--- src/rtl/brc_pkg.sv ---
package brc_pkg;
    localparam int MASK_W = 9;
    localparam logic [3:0] BR_OPCODE = 4'b0111;

    typedef enum logic [1:0] {
        ST_IDLE,
        ST_DEC,
        ST_WRITE,
        ST_DONE
    } brc_state_e;
endpackage

--- src/rtl/brc_cond.sv ---
module brc_cond
    import brc_pkg::*;
(
    input  logic              c,
    input  logic              z,
    input  logic              n,
    input  logic              v,
    input  logic [MASK_W-1:0] mask,
    input  logic              pol,
    output logic              take
);
    logic [MASK_W-1:0] terms;
    logic [MASK_W-1:0] hits;

    // mask[8] selects the first term (C) ... mask[0] the last (N^V)
    assign terms = {c, ~c, z, ~z, n, ~n, v, ~v, n ^ v};

    for (genvar k = 0; k < MASK_W; k++) begin : g_hit
        assign hits[k] = mask[k] & terms[k];
    end

    assign take = ((|hits) == pol);
endmodule

--- src/rtl/brc_target.sv ---
module brc_target #(
    parameter int ADDR_W = 24,
    parameter int DISP_W = 16
) (
    input  logic [ADDR_W-1:0] pc,
    input  logic [DISP_W-1:0] disp,
    output logic [ADDR_W-1:0] target
);
    localparam int EXT_W = ADDR_W - DISP_W;

    logic [ADDR_W-1:0] disp_ext;

    assign disp_ext = {{EXT_W{disp[DISP_W-1]}}, disp};
    assign target   = pc + disp_ext;
endmodule

--- src/rtl/brcond_unit.sv ---
module brcond_unit
    import brc_pkg::*;
#(
    parameter int ADDR_W  = 24,
    parameter int DATA_W  = 32,
    parameter int DISP_W  = 16,
    parameter int INSTR_W = 32
) (
    input  logic               clk,
    input  logic               rst_n,
    input  logic               start,
    input  logic [INSTR_W-1:0] instr,
    input  logic               flag_c,
    input  logic               flag_z,
    input  logic               flag_n,
    input  logic               flag_v,
    input  logic [ADDR_W-1:0]  pc_in,
    input  logic [ADDR_W-1:0]  sp_in,
    output logic [ADDR_W-1:0]  pc_out,
    output logic [ADDR_W-1:0]  sp_out,
    output logic               taken,
    output logic               done,
    output logic [ADDR_W-1:0]  mem_addr,
    output logic [DATA_W-1:0]  mem_wdata,
    output logic               mem_we
);
    // field bit k (counted from the MSB) sits at instr[INSTR_W-1-k]
    localparam int B_OPC_HI = INSTR_W - 1;
    localparam int B_LONG   = INSTR_W - 5;
    localparam int B_SUB    = INSTR_W - 6;
    localparam int B_POL    = INSTR_W - 7;
    localparam int B_MASK   = INSTR_W - 8;
    localparam int PAD_W    = DATA_W - ADDR_W;

    brc_state_e state, state_n;

    logic              is_branch;
    logic              is_sub;
    logic              cond_ok;
    logic              accept;
    logic [ADDR_W-1:0] target;
    logic [ADDR_W-1:0] jump_q;

    assign is_branch = (instr[B_OPC_HI -: 4] == BR_OPCODE) && instr[B_LONG];
    assign is_sub    = instr[B_SUB];
    assign accept    = (state == ST_IDLE) && start && is_branch;

    brc_cond u_cond (
        .c    (flag_c),
        .z    (flag_z),
        .n    (flag_n),
        .v    (flag_v),
        .mask (instr[B_MASK -: MASK_W]),
        .pol  (instr[B_POL]),
        .take (cond_ok)
    );

    brc_target #(
        .ADDR_W (ADDR_W),
        .DISP_W (DISP_W)
    ) u_target (
        .pc     (pc_in),
        .disp   (instr[DISP_W-1:0]),
        .target (target)
    );

    // next-state logic
    always_comb begin
        state_n = state;
        unique case (state)
            ST_IDLE: begin
                if (accept) begin
                    state_n = (is_sub && cond_ok) ? ST_DEC : ST_DONE;
                end
            end
            ST_DEC:   state_n = ST_WRITE;
            ST_WRITE: state_n = ST_DONE;
            ST_DONE:  state_n = ST_IDLE;
            default:  state_n = ST_IDLE;
        endcase
    end

    // state register
    always_ff @(posedge clk or negedge rst_n) begin
        if (!rst_n) begin
            state <= ST_IDLE;
        end else begin
            state <= state_n;
        end
    end

    // registered datapath outputs
    always_ff @(posedge clk or negedge rst_n) begin
        if (!rst_n) begin
            pc_out    <= '0;
            sp_out    <= '0;
            taken     <= 1'b0;
            jump_q    <= '0;
            mem_addr  <= '0;
            mem_wdata <= '0;
        end else begin
            unique case (state)
                ST_IDLE: begin
                    if (accept) begin
                        taken <= cond_ok;
                        if (is_sub && cond_ok) begin
                            sp_out    <= sp_in - ADDR_W'(1);
                            mem_addr  <= sp_in - ADDR_W'(1);
                            mem_wdata <= {{PAD_W{1'b0}}, pc_in};
                            jump_q    <= target;
                        end else begin
                            sp_out <= sp_in;
                            pc_out <= cond_ok ? target : pc_in;
                        end
                    end
                end
                ST_WRITE: pc_out <= jump_q;
                default: ;
            endcase
        end
    end

    // state-decoded strobes
    always_comb begin
        mem_we = (state == ST_WRITE);
        done   = (state == ST_DONE);
    end
endmodule

--- config.mk ---
export PLATFORM = sky130hd
export DESIGN_NAME = brcond_unit
export DESIGN_NICKNAME = d
export VERILOG_FILES = /design/src/rtl/brc_pkg.sv /design/src/rtl/brc_cond.sv /design/src/rtl/brc_target.sv /design/src/rtl/brcond_unit.sv
export SDC_FILE = /design/constraint.sdc
export NUM_CORES = 1
export LEC_CHECK = 0
export BUFFER_PORTS_ARGS = -buffer_cell sky130_fd_sc_hd__clkbuf_2
export CELL_PAD_IN_SITES_DETAIL_PLACEMENT = 1
export CELL_PAD_IN_SITES_GLOBAL_PLACEMENT = 1
export CORE_UTILIZATION = 40
export CTS_CLUSTER_DIAMETER = 40
export CTS_CLUSTER_SIZE = 20
export DETAILED_ROUTE_END_ITERATION = 6
export PLACE_DENSITY_LB_ADDON = 0.1
export SLEW_MARGIN = 0
export SYNTH_ARGS = -nofsm -noshare
export SYNTH_HDL_FRONTEND = slang
export SYNTH_HIERARCHICAL = 1
export SYNTH_SLANG_ARGS = --single-unit
--- constraint.sdc ---
create_clock -name clk -period 2.9 [get_ports clk]
set_input_delay 0.58 -clock clk [delete_from_list [all_inputs] [get_ports clk]]
set_output_delay 0.58 -clock clk [all_outputs]
set_load 0.01 [all_outputs]
==> results of run 1 <==
-- routing by layer --
layer	vias to the layer above	global-route usage, %
li1	3310	-
met1	3319	30.12
met2	148	42.63
met3	22	3.790
met4	0	7.448
met5	-	0
-- cells in the mapped netlist, types with 2 or more instances --
master,count,share of area (%)
nand2_1,226,12
dfrtp_1,123,42
o21ai_0,69,4.7
nor2_1,37,1.9
clkbuf_1,35,1.8
xor2_1,29,3.5
mux2i_1,28,3.8
ha_1,27,4.6
mux2_2,24,3.7
a31oi_1,20,1.7
xnor2_1,18,2.2
a21oi_1,16,1.1
nand4_1,16,1.4
nand3_1,13,0.89
a21o_1,12,1.2
inv_1,10,0.51
or4_1,10,1.0
o31ai_1,9,0.92
buf_4,8,0.82
or3_1,7,0.60
nor3_1,6,0.41
o211ai_1,6,0.61
or2_2,6,0.51
or3_2,6,0.61
o21bai_1,5,0.51
a211oi_1,4,0.41
buf_2,4,0.27
nor4_1,4,0.34
nor2b_1,3,0.26
a211o_1,2,0.24
a31o_2,2,0.24
and3_1,2,0.17
buf_1,2,0.10
buf_6,2,0.31
clkbuf_8,2,0.38
nor4_4,2,0.58
o21a_1,2,0.20
o21ai_1,2,0.14
or4_2,2,0.24
-- per-stage QoR --
step | worst slack, ns | cells | utilization, %
floorplan | 0.005270 | 836 | -
global route | 0.001126 | 1288 | 52.41
finish | 0.1451 | 1288 | 52.41
CTS | 0.1159 | 1288 | 52.38
global placement | -0.2480 | 1259 | 49.36
detailed placement | -0.3049 | 1259 | 49.36
-- cell families after synthesis --
family / count (synthesis) / share of synthesized area [%]
and+or+nand+nor: 348 / 21.40
AOI/OAI and AO/OA: 165 / 14.15
DFF: 123 / 41.98
buffers and inverters: 65 / 4.420
muxes: 52 / 7.509
xor gates and xnor gates: 47 / 5.614
adders and majority gates: 28 / 4.881
other: 1 / 0.05115
-- power by group through the flow --
stage          logic (mW)  registers, mW  clock network [mW]
6_report             2.14           2.35                2.01
5_1_grt              2.38           2.40                2.11
4_1_cts              2.17           2.35                2.05
3_5_place_dp         2.16           2.38                   0
3_3_place_gp         2.11           2.36                   0
2_1_floorplan        1.07           2.51                   0
-- critical path: stages --
cell and delay (ns):
clkbuf_2 0.09, ha_1 0.23, fa_2 0.36, a211oi_2 0.19, o21bai_1 0.14, or3_4 0.36
a31o_1 0.22, o21a_1 0.22, buf_4 0.14, o211ai_2 0.17, mux2i_1 0.09, o21ai_0 0.14
mux2_2 0.16
-- sequential cells by signal, indices dropped and copies added, names as in the netlist --
register and flops:
state 2, jump_q 24, taken 1, sp_out 24, pc_out 24, mem_addr 24
mem_wdata 24
-- repair_timing --
| action | 4_1_cts | 5_1_grt |
|---|---|---|
| endpoints found under the hold margin | 0 | 0 |
| setup endpoints to repair | 0 | 1 |
| resized for setup | 0 | 1 |
-- worst paths after layout --
check | start | to | slack (ns)
worst min register to register | jump_q[14] | jump_q[14] | 0.47
worst max register to register | state[0] | mem_addr[19] | 0.65
max in group asynchronous | rst_n | mem_addr[22] | 2.05
worst min-delay path | rst_n | mem_addr[0] | 0.18
worst max-delay path | pc_in[0] | pc_out[22] | 0.15
min in group clk | pc_in[17] | mem_wdata[17] | 0.41
-- layout make-up --
class	instances	area [um2]	area share, %
inverters	10	37.54	0.3987
clock inverters	7	68.82	0.7310
multi-input cells	648	3998	42.46
clock buffers	22	474.2	5.037
well taps	229	286.5	3.044
flip-flops and latches	123	3078	32.70
repair buffers	249	1471	15.63
==> flow_summary.json, run 1 <==
{
  "r2r_cells": 6,
  "route.vias.total": 6799,
  "syn_inst": 829,
  "postPlaceCellArea_mm2": 0.008866,
  "cts.reportedPaths.clkPinSlew_ns": 0.06,
  "dieArea_mm2": 0.01888,
  "tightest_slew_ns": 0.6720,
  "wl_met1_um": 9994,
  "cts_root_buffer": "clkbuf_16",
  "synth_warnings": 6,
  "fillCellCount": 2183,
  "layout-drive-gt1-share_pct": 31.26,
  "max_clock_freq_mhz": 363.0,
  "drv_slew": 0,
  "wl_met3_um": 794,
  "rsz0062_at_grt": "no",
  "hold_slack_ns": 0.1813,
  "worstSkewPairLatency_ns": 0.41,
  "ys.flop_type": "dfrtp_1",
  "drt_iter0_drc": 243,
  "rows": 49,
  "power_density_mw_per_mm2": 689.6,
  "postSynthAreaPerCell_um2": 8.844,
  "route.met2.wl_um": 10910,
  "hold_path_class": "input port to async pin",
  "post_drt_via_cell_ratio": 5.279,
  "power.total_mw": 6.492,
  "hpwlAfterDp_um": 16560,
  "drtAntennaViolNets": 0,
  "relSlewSlack_pct": 55.20,
  "nets": 1164,
  "ir_drop_mv": 0.4278,
  "dr.pass1.iters": 4,
  "cts.sink_count": 123,
  "cp-start-kind": "input port",
  "io_buffers": 185,
  "cp_max_fo": 3,
  "cts_setup_buffers": 0,
  "grt_pass1_wl_um": 35270,
  "grt_pass1_vias": 7012,
  "drt_wl_total_um": 22020,
  "clock_power_share_pct": 30.9,
  "track_usage_pct": 24.18,
  "period_share_pct": 95.00,
  "core_area_mm2": 0.01796,
  "area_delta_synth_final_pct": 28.40,
  "drc": 0,
  "antenna_cells": 0,
  "setup-tns-final_ns": 0,
  "grt_max_degree": 47,
  "ys_seq_area_share_pct": 41.98,
  "status": "finished clean",
  "synth_cell_types": 67,
  "antenna_found_initial": 0,
  "initial_core_util_pct": 40.82,
  "cts.htree.levels": 4,
  "hold_viol_final": 0,
  "io_pins": 194,
  "netlist_area_mm2": 0.007332,
  "p_sw_share_pct": 33.48,
  "end_kind": "register",
  "seqPwrFrac_pct": 36.1,
  "max_cap_violations": 0,
  "numCtsBuffers": 17,
  "synth_seq_cells": 123,
  "power.internal_mw": 4.318,
  "ctsLongestPathBuffers": 2,
  "skew_ns": 0.009789,
  "final_area_mm2": 0.009414,
  "overflow": 0,
  "worstSetupPathType": "input port to register",
  "p_sw_mw": 2.173,
  "cellLeakagePower_nw": 4.753,
  "cts_tree": "done",
  "die_w_um": 137.4,
  "hold_buffers": 0,
  "highest_layer": "met4",
  "crit_arrival_ns": 3.10,
  "cp.required_ns": 3.25,
  "pwr-share-comb_pct": 32.9,
  "die_h_um": 137.4,
  "async_flop_share_pct": 100.0,
  "gp_congestion": 0.8264,
  "period_minus_slack_ns": 2.755,
  "final_common_cell": "nand2_1",
  "synth_edf_count": 0,
  "setup_violations": 0,
  "wl_per_cell_um": 17.10,
  "mostFrequentLayoutCells": "226 x nand2_1, 184 x clkbuf_2, 123 x dfrtp_1"
}
No activity file was read; power rests on OpenSTA's default activity.
==> run 2, diff against run 1 <==
--- a/config.mk
+++ b/config.mk
@@ -12,7 +12,7 @@
 export CTS_CLUSTER_DIAMETER = 40
 export CTS_CLUSTER_SIZE = 20
 export DETAILED_ROUTE_END_ITERATION = 6
-export PLACE_DENSITY_LB_ADDON = 0.1
+export PLACE_DENSITY = 0.84
 export SLEW_MARGIN = 0
 export SYNTH_ARGS = -nofsm -noshare
 export SYNTH_HDL_FRONTEND = slang
==> run 2 against run 1 <==
Against the previous run:
- clock power grew 7%
- global-route usage up 1.7 points
- wire length is 5.6% higher
- count of clock-buffer cells in the layout decreased by 3
- first-iteration DRC count is 4.1% higher
- clock skew down 0.0017 ns
- design area is 0.44% higher
- critical path depth unchanged
- hold slack improved by 0.027 ns
- register-to-register slack about the same
- sequential share of layout area shrank 0.14 points
- combinational power is 3% higher
- critical path type unchanged
- critical endpoint is now pc_out[12]
- largest cell class unchanged
==> flow_summary.json, run 2 (same netlist as run 1, synthesis figures left out) <==
{
  "end_kind": "register",
  "drt_iter0_drc": 253,
  "cts.reportedPaths.clkPinSlew_ns": 0.06,
  "skew_ns": 0.008114,
  "track_usage_pct": 25.87,
  "gp_congestion": 0.8323,
  "cellLeakagePower_nw": 4.754,
  "drv_slew": 0,
  "numCtsBuffers": 17,
  "final_common_cell": "nand2_1",
  "hold_path_class": "input port to async pin",
  "core_area_mm2": 0.01796,
  "crit_buf_inv": 2,
  "r2r_cells": 7,
  "io_pins": 194,
  "die_w_um": 137.4,
  "antenna_found_initial": 0,
  "grt_max_degree": 49,
  "relSlewSlack_pct": 53.19,
  "period_share_pct": 97.09,
  "hold_viol_final": 0,
  "cts.sink_count": 123,
  "area_delta_synth_final_pct": 28.96,
  "status": "finished clean",
  "fillCellCount": 2159,
  "hpwlAfterDp_um": 16590,
  "cp.required_ns": 3.20,
  "post_drt_via_cell_ratio": 5.449,
  "cp_slowest_stage_delay_ns": 0.42,
  "layout-drive-gt1-share_pct": 31.60,
  "crit_family": "compound AO/OA/AOI/OAI gates",
  "grt_pass1_vias": 7161,
  "multi_input_area_mm2": 0.004023,
  "max_cap_violations": 0,
  "tightest_slew_ns": 0.7022,
  "dieArea_mm2": 0.01888,
  "stdcell_count": 1286,
  "register_area_mm2": 0.003078,
  "cts_tree": "done",
  "rsz0062_at_grt": "yes",
  "mostFrequentLayoutCells": "226 x nand2_1, 184 x clkbuf_2, 123 x dfrtp_1",
  "power_density_mw_per_mm2": 709.8,
  "initial_core_util_pct": 40.82,
  "cts_root_buffer": "clkbuf_16",
  "ctsLongestPathBuffers": 2,
  "dr.pass1.iters": 5,
  "wl_per_cell_um": 18.09,
  "cts.htree.levels": 4,
  "cp_max_fo": 3,
  "nets": 1159,
  "period_minus_slack_ns": 2.816,
  "hold_buffers": 0,
  "cp-start-kind": "input port",
  "drtAntennaViolNets": 0,
  "drc": 0,
  "max_clock_freq_mhz": 355.2,
  "crit_arrival_ns": 3.12,
  "slowest_stage": "fa_2",
  "drt_wl_total_um": 23260,
  "overflow": 0,
  "grt_pass1_wl_um": 37600,
  "antenna_cells": 0,
  "crit_chain": "clkbuf_2 -> ha_4 -> fa_2 -> a211oi_2 -> o21bai_2 -> a21oi_1 -> o21ai_0 -> a21oi_1 -> buf_4 -> xnor2_1 -> mux2i_1 -> o21ai_0 -> mux2_2",
  "die_h_um": 137.4,
  "finish.utilization_pct": 52.64,
  "ir_drop_mv": 0.5003,
  "setup_violations": 0,
  "rows": 49,
  "worstSkewPairLatency_ns": 0.42,
  "cp.depth": 13,
  "worstSetupPathType": "input port to register",
  "route.vias.total": 7007,
  "io_buffers": 185,
  "dpl.cell_count": 1251
}
[run 2: report_power, final]
| part | switching (mW) | total [mW] | internal, mW |
|---|---|---|---|
| Combinational | 1.22 | 2.20 | 0.978 |
| Clock | 0.841 | 2.16 | 1.31 |
| Sequential | 0.233 | 2.36 | 2.12 |
| Total | 2.30 | 6.71 | 4.42 |
[run 2: timing repair]
item	CTS	global route
setup buffers	0	3
hold endpoints to repair	0	0
resized for setup	0	6
setup endpoints to repair	0	2
[run 2: cell type report]
| type | count | area share [%] |
|---|---|---|
| Clock buffer | 19 | 4.790 |
| Clock inverter | 13 | 1.522 |
| Inverter | 10 | 0.3970 |
| Multi-Input combinational cell | 648 | 42.54 |
| Sequential cell | 123 | 32.55 |
| Tap cell | 229 | 3.030 |
| Timing Repair Buffer | 244 | 15.16 |
[run 2: path summary, 6_finish.rpt]
| path | from | slack, ns | end |
|---|---|---|---|
| min in group clk | pc_in[17] | 0.41 | mem_wdata[17] |
| hold / removal | rst_n | 0.21 | jump_q[4] |
| hold reg to reg | jump_q[21] | 0.47 | jump_q[21] |
| setup reg to reg | state[0] | 0.66 | state[1] |
| max in group asynchronous | rst_n | 1.96 | sp_out[12] |
| setup / recovery | pc_in[0] | 0.08 | pc_out[12] |
[run 2: metrics by stage]
stage | total power [mW] | setup TNS [ns] | hold WS (ns) | worst slack [ns] | instance area (um2)
after global placement | 4.452 | -1.355 | 0.4572 | -0.2769 | 8806
after detailed placement | 4.563 | -1.914 | 0.4635 | -0.3808 | 8806
after floorplan | 3.585 | 0 | 0.2844 | 0.005270 | 7366
final | 6.711 | 0 | 0.2079 | 0.08435 | 9455
after global routing | 7.070 | -0.007489 | 0.2506 | -0.007489 | 9455
after CTS | 6.753 | 0 | 0.2199 | 0.03558 | 9403
[run 2: layer usage]
layer | GRT usage, % | share of wire (%) | vias to the layer above
li1 | - | - | 3317
met5 | 0 | 0 | -
met4 | 7.082 | 1.2 | 0
met2 | 45.76 | 51 | 208
met3 | 4.857 | 5.3 | 24
met1 | 31.95 | 43 | 3458
